`src/rtl/wdog_pkg.sv`:
```
package wdog_pkg;
  localparam int NUM_SEL      = 4;
  localparam int SEL_W        = 2;
  localparam int FLAG_WDT_BIT = 13;
  localparam int FLAG_SW_BIT  = 11;
  localparam int SEL_LSB      = 8;
  localparam logic [7:0] SVC_KEY = 8'h5A;

  typedef logic [SEL_W-1:0] sel_t;
endpackage

```
`src/rtl/wdog_sel_reg.sv`:
```
module wdog_sel_reg
  import wdog_pkg::*;
(
  input  logic clk_i,
  input  logic rst_i,
  input  logic wr_i,
  input  sel_t sel_i,
  output sel_t sel_o,
  output logic locked_o
);
  sel_t sel_q;
  logic lock_q;

  always_ff @(posedge clk_i) begin
    if (rst_i) begin
      sel_q  <= '0;
      lock_q <= 1'b0;
    end else if (wr_i && !lock_q) begin
      sel_q  <= sel_i;
      lock_q <= 1'b1;
    end
  end

  assign sel_o    = sel_q;
  assign locked_o = lock_q;
endmodule

```
`src/rtl/wdog_timebase.sv`:
```
module wdog_timebase
  import wdog_pkg::*;
#(
  parameter int EXP_BASE = 16
) (
  input  logic clk_i,
  input  logic rst_i,
  input  sel_t sel_i,
  input  logic service_i,
  output logic pend_o,
  output logic fire_o
);
  localparam int CNT_W = EXP_BASE + 2 * (NUM_SEL - 1);

  logic [CNT_W-1:0]   cnt_q;
  logic [NUM_SEL-1:0] tick_vec;
  logic               tick;
  logic               pend_q;
  logic               fire_q;

  for (genvar g = 0; g < NUM_SEL; g++) begin : g_tick
    localparam int EXP = EXP_BASE + 2 * g;
    assign tick_vec[g] = &cnt_q[EXP-1:0];
  end

  assign tick = tick_vec[sel_i];

  always_ff @(posedge clk_i) begin
    if (rst_i) begin
      cnt_q  <= '0;
      pend_q <= 1'b0;
      fire_q <= 1'b0;
    end else begin
      cnt_q  <= cnt_q + 1'b1;
      fire_q <= 1'b0;
      if (service_i) begin
        pend_q <= 1'b0;
      end else if (tick) begin
        if (pend_q) begin
          fire_q <= 1'b1;
          pend_q <= 1'b0;
        end else begin
          pend_q <= 1'b1;
        end
      end
    end
  end

  assign pend_o = pend_q;
  assign fire_o = fire_q;
endmodule

```
`src/rtl/wdog_cause_reg.sv`:
```
module wdog_cause_reg (
  input  logic clk_i,
  input  logic init_i,
  input  logic set_wdt_i,
  input  logic set_sw_i,
  input  logic rd_clr_i,
  output logic flag_wdt_o,
  output logic flag_sw_o
);
  logic wdt_q;
  logic sw_q;

  always_ff @(posedge clk_i) begin
    if (init_i) begin
      wdt_q <= 1'b0;
      sw_q  <= 1'b0;
    end else begin
      wdt_q <= set_wdt_i | (wdt_q & ~rd_clr_i);
      sw_q  <= set_sw_i  | (sw_q  & ~rd_clr_i);
    end
  end

  assign flag_wdt_o = wdt_q;
  assign flag_sw_o  = sw_q;
endmodule

```
`src/rtl/wdog_top.sv`:
```
module wdog_top
  import wdog_pkg::*;
#(
  parameter int ADDR_W    = 2,
  parameter int DATA_W    = 16,
  parameter int EXP_BASE  = 16,
  parameter int STAT_ADDR = 0,
  parameter int SVC_ADDR  = 1
) (
  input  logic              clk_i,
  input  logic              pin_init_i,
  input  logic              sys_rst_i,
  input  logic              swrst_req_i,
  input  logic              bus_rd_i,
  input  logic              bus_wr_i,
  input  logic [ADDR_W-1:0] bus_addr_i,
  input  logic [DATA_W-1:0] bus_wdata_i,
  output logic [DATA_W-1:0] bus_rdata_o,
  output logic              wdt_rst_o
);
  localparam logic [ADDR_W-1:0] A_STAT = ADDR_W'(STAT_ADDR);
  localparam logic [ADDR_W-1:0] A_SVC  = ADDR_W'(SVC_ADDR);

  logic rst_any;
  logic hit_stat;
  logic hit_svc;
  logic stat_wr;
  logic stat_rd;
  logic service;
  sel_t sel_code;
  logic sel_locked;
  logic pend;
  logic fire;
  logic flag_wdt;
  logic flag_sw;
  logic [DATA_W-1:0] stat_word;
  logic [DATA_W-1:0] rdata_q;
  logic unused_wdata_hi;

  assign rst_any  = pin_init_i | sys_rst_i;
  assign hit_stat = (bus_addr_i == A_STAT);
  assign hit_svc  = (bus_addr_i == A_SVC);
  assign stat_wr  = bus_wr_i & hit_stat;
  assign stat_rd  = bus_rd_i & hit_stat;
  assign service  = bus_wr_i & hit_svc & (bus_wdata_i[7:0] == SVC_KEY);
  assign unused_wdata_hi = ^bus_wdata_i[DATA_W-1:SEL_LSB+SEL_W];

  wdog_sel_reg u_sel (
    .clk_i    (clk_i),
    .rst_i    (rst_any),
    .wr_i     (stat_wr),
    .sel_i    (bus_wdata_i[SEL_LSB +: SEL_W]),
    .sel_o    (sel_code),
    .locked_o (sel_locked)
  );

  wdog_timebase #(.EXP_BASE(EXP_BASE)) u_tb (
    .clk_i     (clk_i),
    .rst_i     (rst_any),
    .sel_i     (sel_code),
    .service_i (service),
    .pend_o    (pend),
    .fire_o    (fire)
  );

  wdog_cause_reg u_cause (
    .clk_i      (clk_i),
    .init_i     (pin_init_i),
    .set_wdt_i  (fire),
    .set_sw_i   (swrst_req_i),
    .rd_clr_i   (stat_rd),
    .flag_wdt_o (flag_wdt),
    .flag_sw_o  (flag_sw)
  );

  always_comb begin
    stat_word = '0;
    stat_word[FLAG_WDT_BIT] = flag_wdt;
    stat_word[FLAG_SW_BIT]  = flag_sw;
    stat_word[SEL_LSB +: SEL_W] = sel_code;
  end

  always_ff @(posedge clk_i) begin
    if (rst_any) begin
      rdata_q <= '0;
    end else if (stat_rd) begin
      rdata_q <= stat_word;
    end else begin
      rdata_q <= '0;
    end
  end

  assign bus_rdata_o = rdata_q;
  assign wdt_rst_o   = fire;
endmodule

```
`config.mk`:
```
export PLATFORM = sky130hd
export DESIGN_NAME = wdog_top
export DESIGN_NICKNAME = d
export VERILOG_FILES = /design/src/rtl/wdog_pkg.sv /design/src/rtl/wdog_sel_reg.sv /design/src/rtl/wdog_timebase.sv /design/src/rtl/wdog_cause_reg.sv /design/src/rtl/wdog_top.sv
export SDC_FILE = /design/constraint.sdc
export NUM_CORES = 1
export LEC_CHECK = 0
export BUFFER_PORTS_ARGS = -buffer_cell sky130_fd_sc_hd__buf_2
export CAP_MARGIN = 25
export CORE_UTILIZATION = 40
export CTS_CLUSTER_SIZE = 30
export DETAILED_ROUTE_END_ITERATION = 12
export PLACE_DENSITY = 0.66
export RECOVER_POWER = 50
export SLEW_MARGIN = 25
export SYNTH_ARGS = -nofsm -noshare
export SYNTH_HDL_FRONTEND = slang
export SYNTH_HIERARCHICAL = 1
export SYNTH_SLANG_ARGS = --single-unit
export TNS_END_PERCENT = 20
```
`constraint.sdc`:
```
create_clock -name clk_i -period 1.8 [get_ports clk_i]
set_input_delay 0.36 -clock clk_i [delete_from_list [all_inputs] [get_ports clk_i]]
set_output_delay 0.36 -clock clk_i [all_outputs]
set_load 0.05 [all_outputs]
```
* Yosys cells after proc, flatten, opt, wreduce, memory -nomap -nowiden *
Index checks and enable logic that the tools add are counted.

cells by class
  $add $sub $neg = 1
  multiply operators = 0
  divide/modulo/power cells = 0
  magnitude comparators = 1
  equal/unequal tests = 2
  shift-type cells = 0
  muxes and demuxes = 4
  bitwise logic cells = 11
  reduce and logical (&&, ||, !) cells = 10

operators by type and width
  cell                   number
  $add 22x1->22 const B  1
  $reduce_and 22->1      1
  $reduce_and 20->1      1
  $reduce_and 18->1      1
  $reduce_and 16->1      1
  $eq 8x7->1 const B     1
  $and 1x1->1            6
  $reduce_or 2->1        2
  $lt 2x3->1 const B     1
  $mux 1                 3
  $or 1x1->1             3
  $reduce_or 3->1        1
  $bmux 1 s2             1
  $eq 2x1->1 const B     1
  $logic_not 2->1        1
  $not 1->1              2
  $logic_and 1x1->1      1
  $logic_not 1->1        1

storage, ports and cells
  bits in registers = 45
  latch bits = 0
  memory bits (writable) = 0
  ROM bits = 0
  input bits = 24
  output and inout port bits = 17
  word-level logic and storage cells = 38
  memories = 0

* Logic depth before layout (Yosys ltp) *
  word-level depth = 5
  gate-level depth with buffers = 6
  gate-level depth less buffers = 5

* Hierarchy *
The synthesis kept the hierarchy.

modules (own cells, without submodules)
  module          instances  cells each  area an instance (um^2)  sequential area each (um^2)
  wdog_timebase   1          124         1088.5                   480.5
  wdog_top        1          34          294.0                    80.1
  wdog_sel_reg    1          12          126.4                    60.1
  wdog_cause_reg  1          8           70.1                     40.0

* Least setup slack after synthesis *
No wires, ideal clock.

  path type = register -> register
  start = register u_tb.cnt_q[9]
  end = register u_tb.cnt_q[21]
  library setup time = 71 ps
  data arrival time = 1596 ps
  required time = 1729 ps
  slack = 133 ps
  cell stages (with the launch flop) = 5
  path buffers = 0
  period minus slack after synthesis = 1667 ps
  cells stage by stage = dfxtp_1 nand4_4 or4_4 or3_1 a21oi_1

between the ends
  cells in the longest elaborated chain, start to end = 1

ends and longest elaborated chain
  what                      line                 text
  start: declaration        wdog_timebase.sv:15  logic [CNT_W-1:0] cnt_q;
  start signal: assignment  wdog_timebase.sv:34  cnt_q <= cnt_q + 1'b1;
  $add 22x1->22             wdog_timebase.sv:34

Every way passes these cells.
A chain may end at the register's enable or synchronous reset.

* Worst setup path in the final report *
  start = register u_tb.cnt_q[4]
  end = register u_tb.cnt_q[21]

Same word-level chain as after synthesis.

==> impl_metrics.csv <==
group,metric,value,unit
placed_design,dp_hpwl,2.04,mm
clocking,cts_setup_buffers,0,
pwr,power.leakage,0.670,nW
placed_design,dp_cells,254,
route,wl_met3,139,µm
route,wire_per_inst,10.6,µm
timing,fin_ws,0.123,ns
route,top_layer_used,"met4",
outcome,status,"finished clean",
timing,fin_tns_setup,0,ns
synthesis,synth_top_area_frac,0.418,
global_route,grt_use_total,0.150,
layout,nets,238,
route,wl,2.78,mm
synthesis,synthFlopType,"dfxtp_1",
die,ios,41,
route,via_per_inst,4.85,
clocking,path_clk_slew,0.07,ns
clocking,cts_tree,"built",
clocking,ctsHoldBuffers,0,
synthesis,synth_area_leaders,"dfxtp_1 (42%), buf_4 (5.7%), xnor2_1 (5.0%)",
layout,final_common_cell,"dfxtp_1",
timing,finalHoldViolations,0,
die,initial_core_util,0.425,
route,vias,1271,
global_route,overflow,0,
pwr,powerDensity,761,mW/mm²
synthesis,yosysWarnings,6,
layout,fillerInstances,395,
synthesis,ys_ff_latch,33,
setup_path,cp_data_arrival_time,1.89,ns
die,die_x,64.8,µm
synthesis,syn_area_per_cell,8.87,µm²
synthesis,yosysSeqAreaShare,0.418,
layout,antenna_cells,0,
route,dr.pass1.iters,4,
setup_path,worstRegToRegCells,4,
layout,seqCellArea,661,µm²
timing,min_period_over_period,0.932,
clocking,clkLatencyLatePin,0.28,ns
clocking,numCtsBuffers,5,
die,rows,22,
setup_path,cp_max_fo,6,
route,drtAntennaViolNets,0,
route,dr.first_iter.drc_count,61,
placed_design,gp_congestion,0.789,
layout,drive_gt1_frac,0.187,
job,cap_violations,0,
setup_path,critical_path_class,"reg2reg",
layout,final_cells,262,
die,fp.coreArea,0.00372,mm²
clocking,htree_levels,2,
hold_path,hold_depth,2,
clocking,cts-resized-gates,0,
global_route,grt_max_degree,14,
timing,slew_violations,0,
pwr,ir_drop,0.000489,V
synthesis,yosys.area.top_type,"dfxtp_1",
clocking,clock_path_buffers,2,
timing,rsz0062_at_grt,"no",
setup_path,required,2.01,ns
synthesis,ys_types,37,
placed_design,place_ws,0.152,ns
synthesis,async_flop_share,0,
setup_path,critPathLaunchType,"register",
global_route,grt_pass1_wl,4.84,mm
timing,min_period,1.68,ns
synthesis,synthCells,178,
route,wl_met1,1.38,mm
timing,maxSlewHeadroom,0.609,
layout,final_cell_mix,"dfxtp_1 (33), nor2_1 (19), buf_2 (15)",
synthesis,synth_edf_count,0,
timing,skew,0.00548,ns
hold_path,hp-class,"in2reg",
timing,tightest_slew,0.589,ns
clocking,ctsRootBufferMaster,"clkbuf_8",
timing,setup_viol,0,
die,die_area,0.00420,mm²
layout,multi_input_area,791,µm²
route,drc_errors,0,
placed_design,io_buffer_count,22,
timing,clock.fmax,0.596,GHz
timing,holdWs,0.291,ns
global_route,antenna_found_initial,0,
die,die_height,64.8,µm
clocking,cts_sinks,33,
route,dr_wl_met2,1.25,mm
layout,syn_to_final_growth,15.5,%
setup_path,cp-end-kind,"register",
global_route,grt_pass1_vias,1119,
synthesis,synth_area,0.00158,mm²
==> worst paths after layout <==
path	from	to	slack (ns)
max reg2reg	u_tb/cnt_q[4]	u_tb/cnt_q[21]	0.12
min	pin_init_i	u_cause/flag_sw_o	0.29
max	u_tb/cnt_q[4]	u_tb/cnt_q[21]	0.12
min reg2reg	u_cause/flag_sw_o	bus_rdata_o[11]	0.44
==> Yosys cell counts (2+ instances only) <==
cell type,instances
dfxtp_1,33
nor2_1,19
buf_4,12
inv_1,11
nand3_1,10
xnor2_1,9
a21oi_1,8
nand2b_1,7
o21ai_0,7
nand4_1,6
nor4_1,6
nand2_1,5
clkbuf_1,4
nor3_2,4
or3_1,4
xor2_1,4
nand4bb_1,3
nor3_1,3
and3_1,2
and4_1,2
nor2b_1,2
o21ai_1,2
==> cells by family (layout without fill, tap and decap cells) <==
family / count (synthesis) / in the layout / share of synthesized area
simple gates: 82 / 82 / 0.332
compound gates: 19 / 19 / 0.0642
flops: 33 / 33 / 0.418
fa+ha+maj: 1 / 1 / 0.00792
other cells: 1 / 12 / 0.00237
buf+inv: 28 / 53 / 0.0959
xor+xnor: 13 / 13 / 0.0721
mux: 1 / 1 / 0.00713
==> per-stage QoR <==
stage	utilization	instance area [µm²]	power, W
after floorplan	-	1620	0.000863
after global placement	0.476	1770	0.000872
after detailed placement	0.476	1770	0.000873
after CTS	0.500	1860	0.00142
after global routing	0.491	1820	0.00146
final	0.491	1820	0.00139
==> cell type report <==
class / count / area share
clock buffers: 5 / 0.0377
clock inverters: 3 / 0.00961
inverters: 11 / 0.0226
multi-input cells: 128 / 0.434
flip-flops and latches: 33 / 0.362
well taps: 48 / 0.0329
repair buffers: 34 / 0.101
==> where the power goes <==
group	switching (W)	total, W	internal [W]
clock network	0.000270	0.000537	0.000266
logic	0.0000827	0.000110	0.0000275
registers	0.00000496	0.000740	0.000735
total	0.000358	0.00139	0.00103
==> registers in the layout (all words and copies together) (netlist names) <==
| name | flops |
|---|---|
| bus_rdata_o | 4 |
| u_cause/flag_sw_o | 1 |
| u_cause/flag_wdt_o | 1 |
| u_sel/locked_o | 1 |
| u_sel/sel_o | 2 |
| u_tb/cnt_q | 22 |
| u_tb/fire_o | 1 |
| u_tb/pend_o | 1 |
==> layer usage <==
metal / vias up / global-route usage
met2: 30 / 0.229
met5: - / 0
li1: 657 / -
met1: 582 / 0.189
met4: 0 / 0.0583
met3: 2 / 0.0581
==> critical path, cell delays in order, from the launching register on <==
cell and delay (ns):
dfxtp_1 0.40, nand4_1 0.17, or4_4 0.55, or3_1 0.36
a21oi_1 0.14
(Power assumes the default switching activity.)
